### src/rtl/revgate_pkg.sv
package revgate_pkg;
  localparam int LINES = 4;
  localparam int CFG_W = 5;
  localparam int TGT_W = 2;

  typedef logic [LINES-1:0] word_t;

  typedef struct packed {
    logic [TGT_W-1:0] tgt;
    logic [LINES-1:0] ctl_mask;
  } gate_cfg_t;
endpackage

### src/rtl/revgate_keysel.sv
module revgate_keysel #(
  parameter int STAGES = 16,
  localparam int KEY_W = STAGES * revgate_pkg::CFG_W,
  localparam int IDX_W = $clog2(STAGES)
) (
  input  logic [KEY_W-1:0]               key,
  input  logic [IDX_W-1:0]               idx,
  output logic [revgate_pkg::CFG_W-1:0]  grp
);
  logic [revgate_pkg::CFG_W-1:0] groups [STAGES];

  for (genvar g = 0; g < STAGES; g++) begin : g_split
    assign groups[g] = key[g*revgate_pkg::CFG_W +: revgate_pkg::CFG_W];
  end

  assign grp = groups[idx];
endmodule

### src/rtl/revgate_decode.sv
module revgate_decode
  import revgate_pkg::*;
(
  input  logic [CFG_W-1:0] cfg,
  output gate_cfg_t        gate
);
  logic [2:0] rank_sel;
  logic [1:0] rank;

  always_comb begin
    case (cfg[4:2])
      3'd0:    rank_sel = 3'b000;
      3'd1:    rank_sel = 3'b001;
      3'd2:    rank_sel = 3'b010;
      3'd3:    rank_sel = 3'b100;
      3'd4:    rank_sel = 3'b011;
      3'd5:    rank_sel = 3'b101;
      3'd6:    rank_sel = 3'b110;
      default: rank_sel = 3'b111;
    endcase
  end

  always_comb begin
    gate.tgt      = cfg[1:0];
    gate.ctl_mask = '0;
    rank          = 2'd0;
    for (int j = 0; j < LINES; j++) begin
      if (j[1:0] != cfg[1:0]) begin
        gate.ctl_mask[j] = rank_sel[rank];
        rank = rank + 2'd1;
      end
    end
  end
endmodule

### src/rtl/revgate_stage.sv
module revgate_stage
  import revgate_pkg::*;
(
  input  word_t     din,
  input  gate_cfg_t gate,
  output word_t     dout
);
  logic  fire;
  word_t flip;

  assign fire = ((din & gate.ctl_mask) == gate.ctl_mask);

  always_comb begin
    flip = '0;
    flip[gate.tgt] = fire;
  end

  assign dout = din ^ flip;
endmodule

### src/rtl/revgate_ctrl.sv
module revgate_ctrl #(
  parameter int STAGES = 16,
  localparam int IDX_W = $clog2(STAGES),
  localparam logic [IDX_W-1:0] IDX_MAX = IDX_W'(STAGES - 1)
) (
  input  logic             clk,
  input  logic             rst_n,
  input  logic             start,
  input  logic             decrypt,
  output logic             accept,
  output logic             busy,
  output logic             last,
  output logic             dir,
  output logic [IDX_W-1:0] stage,
  output logic             done
);
  logic             busy_q, busy_d;
  logic             dir_q, dir_d;
  logic [IDX_W-1:0] stage_q, stage_d;
  logic             done_q, done_d;

  assign accept = start && !busy_q;
  assign last   = dir_q ? (stage_q == '0) : (stage_q == IDX_MAX);

  always_comb begin
    busy_d  = busy_q;
    dir_d   = dir_q;
    stage_d = stage_q;
    done_d  = 1'b0;
    if (!busy_q) begin
      if (start) begin
        busy_d  = 1'b1;
        dir_d   = decrypt;
        stage_d = decrypt ? IDX_MAX : '0;
      end
    end else if (last) begin
      busy_d = 1'b0;
      done_d = 1'b1;
    end else begin
      stage_d = dir_q ? (stage_q - 1'b1) : (stage_q + 1'b1);
    end
  end

  always_ff @(posedge clk or negedge rst_n) begin
    if (!rst_n) begin
      busy_q  <= 1'b0;
      dir_q   <= 1'b0;
      stage_q <= '0;
      done_q  <= 1'b0;
    end else begin
      busy_q  <= busy_d;
      dir_q   <= dir_d;
      stage_q <= stage_d;
      done_q  <= done_d;
    end
  end

  assign busy  = busy_q;
  assign dir   = dir_q;
  assign stage = stage_q;
  assign done  = done_q;
endmodule

### src/rtl/revgate_cipher.sv
module revgate_cipher
  import revgate_pkg::*;
#(
  parameter int STAGES = 16,
  localparam int KEY_W = STAGES * CFG_W,
  localparam int IDX_W = $clog2(STAGES)
) (
  input  logic             clk,
  input  logic             rst_n,
  input  logic             start_i,
  input  logic             decrypt_i,
  input  logic [KEY_W-1:0] key_i,
  input  logic [LINES-1:0] data_i,
  output logic [LINES-1:0] data_o,
  output logic             done_o
);
  logic             accept, busy_q, last, dir_q, done_q;
  logic [IDX_W-1:0] stage_q;
  logic [KEY_W-1:0] key_q;
  word_t            work_q, work_d, step_out, out_q;
  logic [CFG_W-1:0] grp;
  gate_cfg_t        gate;
  logic             work_en, out_en;

  revgate_ctrl #(.STAGES(STAGES)) ctrl_i (
    .clk(clk), .rst_n(rst_n), .start(start_i), .decrypt(decrypt_i),
    .accept(accept), .busy(busy_q), .last(last), .dir(dir_q),
    .stage(stage_q), .done(done_q)
  );

  revgate_keysel #(.STAGES(STAGES)) keysel_i (
    .key(key_q), .idx(stage_q), .grp(grp)
  );

  revgate_decode decode_i (.cfg(grp), .gate(gate));

  revgate_stage stage_i (.din(work_q), .gate(gate), .dout(step_out));

  assign work_en = accept || busy_q;
  assign work_d  = accept ? data_i : step_out;
  assign out_en  = busy_q && last;

  always_ff @(posedge clk or negedge rst_n) begin
    if (!rst_n) begin
      key_q  <= '0;
      work_q <= '0;
      out_q  <= '0;
    end else begin
      if (accept)  key_q  <= key_i;
      if (work_en) work_q <= work_d;
      if (out_en)  out_q  <= step_out;
    end
  end

  assign data_o = out_q;
  assign done_o = done_q;
endmodule

### config.mk
export PLATFORM = sky130hd
export DESIGN_NAME = revgate_cipher
export DESIGN_NICKNAME = d
export VERILOG_FILES = /design/src/rtl/revgate_pkg.sv /design/src/rtl/revgate_keysel.sv /design/src/rtl/revgate_decode.sv /design/src/rtl/revgate_stage.sv /design/src/rtl/revgate_ctrl.sv /design/src/rtl/revgate_cipher.sv
export SDC_FILE = /design/constraint.sdc
export NUM_CORES = 1
export LEC_CHECK = 0
export BUFFER_PORTS_ARGS = -buffer_cell sky130_fd_sc_hd__buf_2
export CAP_MARGIN = 0
export CORE_MARGIN = 2
export CORE_UTILIZATION = 25
export DETAILED_ROUTE_END_ITERATION = 7
export SLEW_MARGIN = 0
export SYNTH_ARGS = -nofsm -noshare
export SYNTH_HDL_FRONTEND = slang
export SYNTH_SLANG_ARGS = --single-unit
### constraint.sdc
create_clock -name clk -period 5.4 [get_ports clk]
set_input_delay 0.54 -clock clk [delete_from_list [all_inputs] [get_ports clk]]
set_output_delay 0.54 -clock clk [all_outputs]
set_load 0.01 [all_outputs]
==> impl_summary.txt <==
----------------------------------------------------
[Pwr]
  Areal power density over the cells ... 690 nW/um^2
  Static leakage power ... 3.03 nW
  Max VDD drop ... 272 uV

[Clocking]
  Maximum level of the CTS H-tree ... 3
  Root Buffer ... clkbuf_16
  Number of buffers inserted during clock tree synthesis ... 9
  Hold-fix buffers at CTS ... 0
  Clock transition at the registers of the reported paths ... 0.07 ns
  CTS tree ... done
  CTS sink cnt ... 95
  Maximum clock insertion buffer count ... 2
  Number of post-CTS setup repair buffers ... 0
  PostCTS Resize Cnt ... 0
  Clock Latency Late Sink ... 0.36 ns

[Worst hold path]
  Worst Hold Class ... input port to asynchronous set/reset pin

[Outcome]
  Run status ... finished, final reports clean

[GRT]
  Global-route wire length before repair ... 20400 microns
  Congestion Overflow GR ... 0
  GRT Resource Usage Total ... 12.8%
  Pin count of the biggest net entering global routing ... 58
  Vias in the first global route ... 3914
  Initial antenna violation count ... 0

[Yosys]
  Sequential element share of the synthesized area ... 48.2%
  Commonest cells in the synthesized netlist ... nand2_1 (254), dfrtp_1 (95), clkbuf_1 (23)
  Most repeated cell in the gate-level netlist after synthesis ... nand2_1
  Flops & latches, synth ... 95
  Proportion of netlist area held by the largest area contributor ... 48.2%
  Proportion of synthesized flip-flops having asynchronous set or reset ... 100%
  Avg Cell Area, Syn ... 9.04 sq um
  Yosys warning total ... 0
  Cells after synthesis ... 546
  Combined area of all synthesized cells ... 4930 sq um
  Leading register cell type out of synthesis ... dfrtp_1
  Top cell type by total area after synthesis ... dfrtp_1
  Count of unique library cells instantiated by Yosys ... 51
  Cell types occupying the most area after synthesis ... dfrtp_1 (48%), nand2_1 (19%), mux4_2 (4.6%)
  Synthesized Nets ... 639
  EDFF count, synth ... 0

[Route]
  Detailed-route DRC error count ... 0
  Vias per cell ... 4.43
  Detailed Route WL ... 12600 microns
  WL/cell ... 14.1 microns
  Count of vias placed by the detailed router ... 3955
  Initial DRC count ... 242
  1st-pass router iterations ... 4
  Post-detailed-route count of antenna-violating nets ... 0

[Timing]
  Setup TNS ... 0 ns
  Tightest Pin Transition ... 1.15 ns
  Number of pins exceeding their max-slew limit in the final report ... 0
  RSZ-0062 raised after global routing ... false
  Maximum clock skew at final layout ... 0.0125 ns
  Post-route minimum period ... 4.45 ns
  Final Hold Vio Count ... 0
  Fraction of the cycle the final worst path needs ... 82.5%
  Highest clock rate ... 225 MHz
  Worst rel slew slack ... 23.3%
  Count of endpoints failing setup in the final report ... 0

[Critical path]
  Arrival time worst endpoint ... 4.74 ns
  Delay-heaviest family, CP ... simple AND/OR/NAND/NOR gates
  Type of the worst setup path ... flip-flop to flip-flop
  Maximum fanout along the worst path ... 22
  Library cell contributing the largest single delay on the critical path ... dfrtp_1
  Critical path required time ... 5.68 ns
  CP dominant cell by count ... inv_1
  Largest stage delay, worst path ... 0.91 ns
  Number of buffers and inverters on the critical path ... 2
  Critical path startpoint category ... flip-flop
  Critical Path Sink Type ... flip-flop
  Cell Chain, Critical Path ... mux4_1 > mux2_2 > nor3b_1 > a31o_2 > inv_1 > ha_1 > inv_1 > nor3_1 > a2111oi_2 > nand3_1 > maj3_2 > a22oi_2 > nand2_1 > or4_1 > a31oi_1

[Floorplanning]
  Die Span X ... 144 microns
  Die Y ... 144 microns
  I/O pin total ... 93
  Die footprint ... 20900 sq um
  Floorplan row count ... 51
  Starting Density ... 25.4%
  Placeable core area ... 19400 sq um

[Finish]
  Post-layout nets ... 716
  Fill count ... 2106
  Final core utilization ... 30.8%
  Cell area after layout ... 5980 sq um
  Antenna Cells ... 0
  Number of non-filler instances in the completed layout ... 893
  Area Growth Syn to Fin ... 21.2%
  Fraction of layout instances using a drive strength above 1 ... 22.3%

[Placement]
  Global placer's final weighted congestion ... 0.862
  Post-detailed-placement half-perimeter wirelength ... 9440 microns
  Standard cell area after detailed placement ... 5630 sq um
  Placed instance count ... 877
  Buffers on Ports ... 92

[Run]
  Max Cap Violations ... 0

----------------------------------------------------
[stage by stage]
stage	power, W	hold WS (ns)	setup WS (ns)
floorplan	0.00291	0.244	1.62
global placement	0.00336	0.455	1.08
detailed placement	0.00340	0.460	0.984
CTS	0.00416	0.167	0.940
global route	0.00448	0.188	0.625
finish	0.00413	0.155	0.946
[routing by layer]
layer	GRT usage, %	up-vias	wire length [microns]
met3	1.85	17	375
met4	5.77	0	281
met5	0	-	0
met1	17.6	1880	6060
li1	-	1975	-
met2	20.0	83	5910
[placed cells by master, fill, tap and decap left out, types with 4 or more instances in the layout]
cell	synthesis	final
a21oi_1	8	8
mux2_2	4	4
buf_2	3	91
mux4_2	10	10
nand3_1	13	13
buf_4	2	5
inv_1	14	14
nor3_1	4	4
o21ai_0	10	10
dfrtp_1	95	94
nor2_1	15	15
mux4_1	6	6
nand2_1	254	253
clkbuf_16	0	9
mux2i_1	20	20
nor4_1	4	4
ha_1	4	4
[power breakdown]
| part | switching [W] | internal (W) |
|---|---|---|
| sequential | 0.000321 | 0.00105 |
| combinational | 0.00110 | 0.000909 |
| clock | 0.000294 | 0.000458 |
| total | 0.00171 | 0.00242 |
[worst register-to-register path: stages (launching register included)]
cell and delay, ns:
dfrtp_1 0.91, mux4_1 0.41, mux2_2 0.35, nor3b_1 0.25
a31o_2 0.18, inv_1 0.08, ha_1 0.29, inv_1 0.11
nor3_1 0.06, a2111oi_2 0.39, nand3_1 0.13, maj3_2 0.33
a22oi_2 0.15, nand2_1 0.15, or4_1 0.44, a31oi_1 0.17
[area by class of cell]
cell class,instances,area (sq um),share of cell area (%)
clock buffers,9,225,3.76
clock inverters,7,125,2.09
inverters,14,52.6,0.878
multi-input cells,407,2380,39.7
flip-flops and latches,95,2380,39.8
well taps,265,332,5.54
repair buffers,96,493,8.24
[registers in the layout (all words and copies together), names as in the netlist]
| name | count |
|---|---|
| key_q | 80 |
| ctrl_i.stage | 4 |
| data_o | 4 |
| work_q | 4 |
| ctrl_i.busy | 1 |
| ctrl_i.dir | 1 |
| ctrl_i.done | 1 |
[worst paths after layout]
| kind | from | to | slack [ns] | depth (start not counted) |
|---|---|---|---|---|
| worst max-delay path | ctrl_i.stage[3] | data_o[1] | 0.95 | 15 |
| worst min-delay path | rst_n | key_q[8] | 0.15 | 1 |
| worst max register to register | ctrl_i.stage[3] | data_o[1] | 0.95 | 15 |
| worst min register to register | key_q[77] | key_q[77] | 0.47 | 2 |
| max in group asynchronous | rst_n | key_q[62] | 4.13 | 2 |
| min in group clk | key_i[53] | key_q[53] | 0.37 | 3 |
[logic make-up after synthesis]
logic type	Yosys count	synth area share (%)
AO/OA/AOI/OAI	46	7.02
XOR/XNOR	2	0.355
adder cells (fa/ha/maj)	7	1.85
buffers and inverters	44	3.88
flip-flops	95	48.2
multiplexers	41	13.0
AND/OR/NAND/NOR	311	25.7
No activity file was read; power rests on OpenSTA's default activity.
